<file path="config.mk">
export PLATFORM = sky130hd
export DESIGN_NAME = irq_ctx_stack
export DESIGN_NICKNAME = d
export VERILOG_FILES = /design/src/rtl/irq_ctx_pkg.sv /design/src/rtl/irq_ctx_regs.sv /design/src/rtl/irq_ctx_pend.sv /design/src/rtl/irq_ctx_stack.sv
export SDC_FILE = /design/constraint.sdc
export NUM_CORES = 1
export LEC_CHECK = 0
export ABC_CLOCK_PERIOD_IN_PS = 3600
export BUFFER_PORTS_ARGS = -buffer_cell sky130_fd_sc_hd__buf_2
export CELL_PAD_IN_SITES_DETAIL_PLACEMENT = 1
export CELL_PAD_IN_SITES_GLOBAL_PLACEMENT = 2
export CORE_MARGIN = 2
export CORE_UTILIZATION = 23
export DETAILED_ROUTE_END_ITERATION = 16
export PLACE_DENSITY_LB_ADDON = 0.2
export SLEW_MARGIN = 0
export SYNTH_ARGS = -nofsm -noshare
export SYNTH_HDL_FRONTEND = slang
export SYNTH_SLANG_ARGS = --single-unit
</file>
<file path="constraint.sdc">
create_clock -name clk_i -period 3.6 [get_ports clk_i]
set_input_delay 0.72 -clock clk_i [delete_from_list [all_inputs] [get_ports clk_i]]
set_output_delay 0.72 -clock clk_i [all_outputs]
set_load 0.1 [all_outputs]
</file>
<file path="src/rtl/irq_ctx_pkg.sv">
package irq_ctx_pkg;
  localparam int unsigned CSR_W  = 32;
  localparam int unsigned PRIO_W = 4;
  localparam int unsigned LVL_W  = PRIO_W + 1;
  localparam int unsigned IRQ_W  = 9;

  // bit positions; the selector and software decode these
  localparam int unsigned PPP_LSB   = 28;
  localparam int unsigned PP_LSB    = 24;
  localparam int unsigned TOP_LSB   = 16;
  localparam int unsigned NOIRQ_BIT = 11;
  localparam int unsigned IRQ_LSB   = 0;

  localparam logic [PRIO_W-1:0] PP_MAX = {PRIO_W{1'b1}};

  typedef struct packed {
    logic [PRIO_W-1:0] ppp;
    logic [PRIO_W-1:0] pp;
    logic [LVL_W-1:0]  top;
    logic              noirq;
    logic [IRQ_W-1:0]  irq;
  } ctx_t;

  function automatic logic [CSR_W-1:0] ctx_pack(ctx_t c);
    logic [CSR_W-1:0] r;
    r = '0;
    r[PPP_LSB +: PRIO_W] = c.ppp;
    r[PP_LSB  +: PRIO_W] = c.pp;
    r[TOP_LSB +: LVL_W]  = c.top;
    r[NOIRQ_BIT]         = c.noirq;
    r[IRQ_LSB +: IRQ_W]  = c.irq;
    return r;
  endfunction

  function automatic ctx_t ctx_unpack(logic [CSR_W-1:0] r);
    ctx_t c;
    c.ppp   = r[PPP_LSB +: PRIO_W];
    c.pp    = r[PP_LSB  +: PRIO_W];
    c.top   = r[TOP_LSB +: LVL_W];
    c.noirq = r[NOIRQ_BIT];
    c.irq   = r[IRQ_LSB +: IRQ_W];
    return c;
  endfunction
endpackage

</file>
<file path="src/rtl/irq_ctx_regs.sv">
module irq_ctx_regs
  import irq_ctx_pkg::*;
(
  input  logic                     clk_i,
  input  logic                     rst_ni,
  input  logic                     csr_wen_i,
  input  logic [CSR_W-1:0]         csr_wdata_i,
  input  logic                     trap_enter_i,
  input  logic                     trap_ext_i,
  input  logic                     trap_ret_i,
  input  logic                     upd_i,
  input  logic [IRQ_W-1:0]         upd_irq_i,
  input  logic                     upd_noirq_i,
  input  logic [PRIO_W-1:0]        upd_prio_i,
  output ctx_t                     ctx_o
);

  ctx_t ctx_q, ctx_d, wr_ctx;
  logic [PRIO_W-1:0] push_lvl;

  assign wr_ctx   = ctx_unpack(csr_wdata_i);
  // top can hold 16+; the narrower slot saturates
  assign push_lvl = (ctx_q.top > LVL_W'(PP_MAX)) ? PP_MAX : ctx_q.top[PRIO_W-1:0];

  always_comb begin
    ctx_d = ctx_q;
    if (trap_enter_i) begin
      ctx_d.ppp = ctx_q.pp;
      ctx_d.pp  = push_lvl;
      if (!trap_ext_i) ctx_d.noirq = 1'b1;
    end else if (trap_ret_i) begin
      ctx_d.top = {1'b0, ctx_q.pp};
      ctx_d.pp  = ctx_q.ppp;
      ctx_d.ppp = '0;
    end else if (upd_i) begin
      ctx_d.top   = LVL_W'(upd_prio_i) + LVL_W'(1);
      ctx_d.irq   = upd_irq_i;
      ctx_d.noirq = upd_noirq_i;
    end else if (csr_wen_i) begin
      ctx_d = wr_ctx;
    end
  end

  always_ff @(posedge clk_i or negedge rst_ni) begin
    if (!rst_ni) begin
      ctx_q.ppp   <= '0;
      ctx_q.pp    <= '0;
      ctx_q.top   <= '0;
      ctx_q.noirq <= 1'b1;
      ctx_q.irq   <= '0;
    end else begin
      ctx_q <= ctx_d;
    end
  end

  assign ctx_o = ctx_q;

endmodule

</file>
<file path="src/rtl/irq_ctx_pend.sv">
module irq_ctx_pend
  import irq_ctx_pkg::*;
#(
  parameter int unsigned NUM_IRQ = 32
) (
  input  logic [NUM_IRQ-1:0]        irq_pend_i,
  input  logic [NUM_IRQ-1:0]        irq_en_i,
  input  logic [NUM_IRQ*PRIO_W-1:0] irq_prio_i,
  input  logic [LVL_W-1:0]          top_i,
  output logic                      ext_pend_o
);

  logic [NUM_IRQ-1:0] qual;

  for (genvar g = 0; g < NUM_IRQ; g++) begin : g_qual
    assign qual[g] = irq_pend_i[g] & irq_en_i[g] &
                     ({1'b0, irq_prio_i[g*PRIO_W +: PRIO_W]} >= top_i);
  end

  assign ext_pend_o = |qual;

endmodule

</file>
<file path="src/rtl/irq_ctx_stack.sv">
module irq_ctx_stack
  import irq_ctx_pkg::*;
#(
  parameter int unsigned NUM_IRQ = 32
) (
  input  logic                        clk_i,
  input  logic                        rst_ni,
  input  logic                        csr_wen_i,
  input  logic [31:0]                 csr_wdata_i,
  output logic [31:0]                 csr_rdata_o,
  input  logic                        trap_enter_i,
  input  logic                        trap_ext_i,
  input  logic                        trap_ret_i,
  input  logic                        upd_i,
  input  logic [8:0]                  upd_irq_i,
  input  logic                        upd_noirq_i,
  input  logic [3:0]                  upd_prio_i,
  input  logic [NUM_IRQ-1:0]          irq_pend_i,
  input  logic [NUM_IRQ-1:0]          irq_en_i,
  input  logic [4*NUM_IRQ-1:0]        irq_prio_i,
  output logic                        ext_pend_o,
  output logic [3:0]                  prev_lvl_o
);

  ctx_t ctx;

  irq_ctx_regs i_regs (
    .clk_i        (clk_i),
    .rst_ni       (rst_ni),
    .csr_wen_i    (csr_wen_i),
    .csr_wdata_i  (csr_wdata_i),
    .trap_enter_i (trap_enter_i),
    .trap_ext_i   (trap_ext_i),
    .trap_ret_i   (trap_ret_i),
    .upd_i        (upd_i),
    .upd_irq_i    (upd_irq_i),
    .upd_noirq_i  (upd_noirq_i),
    .upd_prio_i   (upd_prio_i),
    .ctx_o        (ctx)
  );

  irq_ctx_pend #(.NUM_IRQ(NUM_IRQ)) i_pend (
    .irq_pend_i (irq_pend_i),
    .irq_en_i   (irq_en_i),
    .irq_prio_i (irq_prio_i),
    .top_i      (ctx.top),
    .ext_pend_o (ext_pend_o)
  );

  assign csr_rdata_o = ctx_pack(ctx);
  assign prev_lvl_o  = ctx.pp;

endmodule

</file>
==> reports/summary.txt <==
Crit-path cells: clkinvlp_4, buf_6, buf_12, buf_4, ha_1, a211o_1, a31oi_1, o22ai_2, nor4_2, nand4_1, buf_12
Violation count after the first detailed-route iteration: 61
CTS tree: built
DP Cell Count: 946
Vias in the first global route: 5002
Largest family of logic cells by synthesized area: adder cells
Clk pin slew, worst setup/hold paths: 0.07 ns
Routed wl met3: 1050 µm
Number of flip-flops in the largest register: 23
Vias/cell: 4.84
Ys flop type: dfrtp_1
Leakage: 0.00329 µW
Xor-xnor portion of the synthesized cell area: 0.419%
Seq/Total Area, Yosys: 13.8%
Sw Pwr: 1110 µW
Top cells by area, synth: ha_1, dfrtp_1, a211o_1, o2111ai_1, a31oi_1
WL per Instance: 17.2 µm
Gr ovfl total: 0
Worst path max stage delay: 0.43 ns
Detailed Routing Iterations Pass 1: 6
Hold Vio Cnt, Final: 0
Crit path DAT: 2.80 ns
Overall Power: 2160 µW
Met2 Wirelength: 8100 µm
Max Cap Viol: 0
Post-synth EDFFs: 0
Post-synthesis mux area share: 3.71%
Clock network power share: 12.0%
Yosys cell types: 38
Fill cells: 2165
Most area-hungry cell type in the Yosys netlist: ha_1
GP Congestion: 0.837
Via count: 4656
Slew @ Worst Pin: 0.866 ns
Die width: 139 µm
Die height: 139 µm
CTS H-tree depth: 1
TritonCTS Buffers: 3
I/O pins: 282
Compound-cell area share of the yosys netlist: 26.1%
CP delay by family, top: buffers and inverters
Clock tree root driver cell: clkbuf_16
Clock skew: 0.00156 ns
CP endpoint kind: primary output
Nets@finish: 1106
Total GRT Usage: 16.3%
Met1 Wirelength: 7240 µm
Post-synth top area share: 38.6%
Final WS setup: 0.0764 ns
Top cells by count, synth: ha_1, inv_1, a211o_1, a31oi_1, o2111ai_1
Worst-case clock buffer depth: 2
Cells after Synth: 460
Most instantiated library cell after synthesis: ha_1
Largest net degree at the start of global routing: 26
Area Overhead vs Synth: 50.0%
Share of layout cells above drive strength 1: 45.3%
R2R setup slack: 2.25 ns
Async set or reset register ratio after synthesis: 100%
Hpwl dp: 13800 µm
Core area: 17900 µm²
# hold bufs at CTS: 0
Final Setup Violations: 0
Final Util: 35.0%
Pwr/cell area: 344 nW/µm²
Mapped Avg Cell Area: 9.08 µm²
Status: finished clean
Latest clock arrival within the worst-skew pair: 0.27 ns
Top sig layer: met4
Synth Area in Simple Gates: 9.91%
Worst min path class: in -> async
Comb pwr share: 71.2%
Die footprint: 19300 µm²
Peak VDD IR: 249 µV
Top cell by count, worst path: buf_12
Initial Utilization: 23.3%
CP Class: reg -> out
PortBufs: 263
Startpoint Class: flip-flop
Flops & latches, synth: 23
DP Worst Slack: 0.0837 ns
Antenna violations before repair: 0
P_int: 1040 µW
Final Cycle Share: 97.9%
Layout Cells excl Fill: 961
FP Rows: 49
Crit Path Max Fanout: 6
Period minus WS final: 3.52 ns
Post-synthesis cell area: 4180 µm²
Remaining DRCs: 0
Critical-path top delay cell: dfrtp_4
Worst EP required: 2.88 ns
Slew margin rel.: 41.9%
Flop pwr share: 16.8%
First-pass GRT wire length: 25900 µm
Aggregate routed wire length: 16500 µm
WP buf/inv: 5
Max-slew violations: 0
Antenna-violating nets left: 0
Yosys warns: 0
Adder-Cell Fraction of Synth Area: 38.6%
Net Sw Frac: 51.6%
Setup TNS: 0 ns
Max Clk Rate: 0.284 GHz
Clk sinks: 23
## logic make-up after synthesis
family / count (synthesis)
compound gates: 150
fa+ha+maj: 129
simple gates: 77
buf+inv: 63
flops: 23
mux: 15
xor+xnor: 2
other cells: 1
## placed cells by master, fill, tap and decap left out, types with 5 or more instances in the layout
cell type	synthesis	final
inv_1	37	34
a31oi_1	32	28
o22ai_2	0	5
nor2_1	20	20
o21ai_1	9	9
a211o_1	32	32
buf_2	7	262
o22ai_1	19	14
buf_6	0	5
dfrtp_1	22	18
conb_1	1	9
mux2i_1	11	11
nand2b_1	31	31
a21oi_1	16	16
ha_1	129	114
o2111ai_1	32	32
nand2_1	11	11
buf_4	16	11
ha_4	0	15
## metrics by stage
stage / hold WS, ns / area, µm²
3_5_place_dp: 0.523 / 5780
3_3_place_gp: 0.484 / 5780
2_1_floorplan: 0.424 / 4230
6_report: 0.432 / 6270
4_1_cts: 0.457 / 5990
5_1_grt: 0.465 / 6260
## layout make-up
class | count | area [µm²] | share of cell area (%)
timing repair buffer | 283 | 1560 | 24.8
clock buffer | 3 | 75.1 | 1.20
multi-input combinational | 382 | 3590 | 57.3
antenna | 1 | 2.50 | 0.0399
inverter | 39 | 158 | 2.52
sequential | 23 | 592 | 9.44
clock inverter | 1 | 7.51 | 0.120
tap | 229 | 287 | 4.57
## worst register-to-register path: cells and delay by family, from the launching register on
family                 cells  cell delay, ns
flip-flops                 1            0.39
buffers and inverters      1            0.38
AO/OA/AOI/OAI              2            0.26
AND/OR/NAND/NOR            1            0.19
## final timing paths
| kind | start | end | cells after the start |
|---|---|---|---|
| max in group asynchronous | rst_ni | i_regs.ctx_o[11]$_DFFE_PN0P_ | 1 |
| worst min register to register | i_regs.ctx_o[21]$_DFFE_PN0P_ | i_regs.ctx_o[21]$_DFFE_PN0P_ | 2 |
| worst max-delay path | i_regs.ctx_o[12]$_DFFE_PN0P_ | ext_pend_o | 11 |
| worst min-delay path | rst_ni | i_regs.ctx_o[20]$_DFFE_PN0P_ | 1 |
| min in group clk_i | i_regs.ctx_o[21]$_DFFE_PN0P_ | i_regs.ctx_o[21]$_DFFE_PN0P_ | 2 |
| worst max register to register | i_regs.ctx_o[14]$_DFFE_PN0P_ | i_regs.ctx_o[17]$_DFFE_PN0P_ | 4 |
## power by group through the flow
| stage | combinational (µW) | sequential, µW | clock [µW] |
|---|---|---|---|
| final | 1530 | 363 | 258 |
| after global routing | 1700 | 373 | 276 |
| after CTS | 1470 | 367 | 265 |
| after detailed placement | 1420 | 371 | 0 |
| after global placement | 1370 | 369 | 0 |
| after floorplan | 707 | 658 | 0 |
## timing repair
| item | CTS | global route |
|---|---|---|
| pin swaps | 4 | 13 |
| endpoints found under the setup margin | 1 | 1 |
| gates cloned | 0 | 1 |
| setup buffers | 5 | 5 |
| resized for setup | 12 | 29 |
## routing by layer
metal  vias to the layer above  global-route usage (%)
met4                         0                    2.60
met5                         -                       0
li1                       2326                       -
met2                       177                    29.8
met1                      2141                    20.5
met3                        12                    2.73
Power figures use the tool's default switching activity.
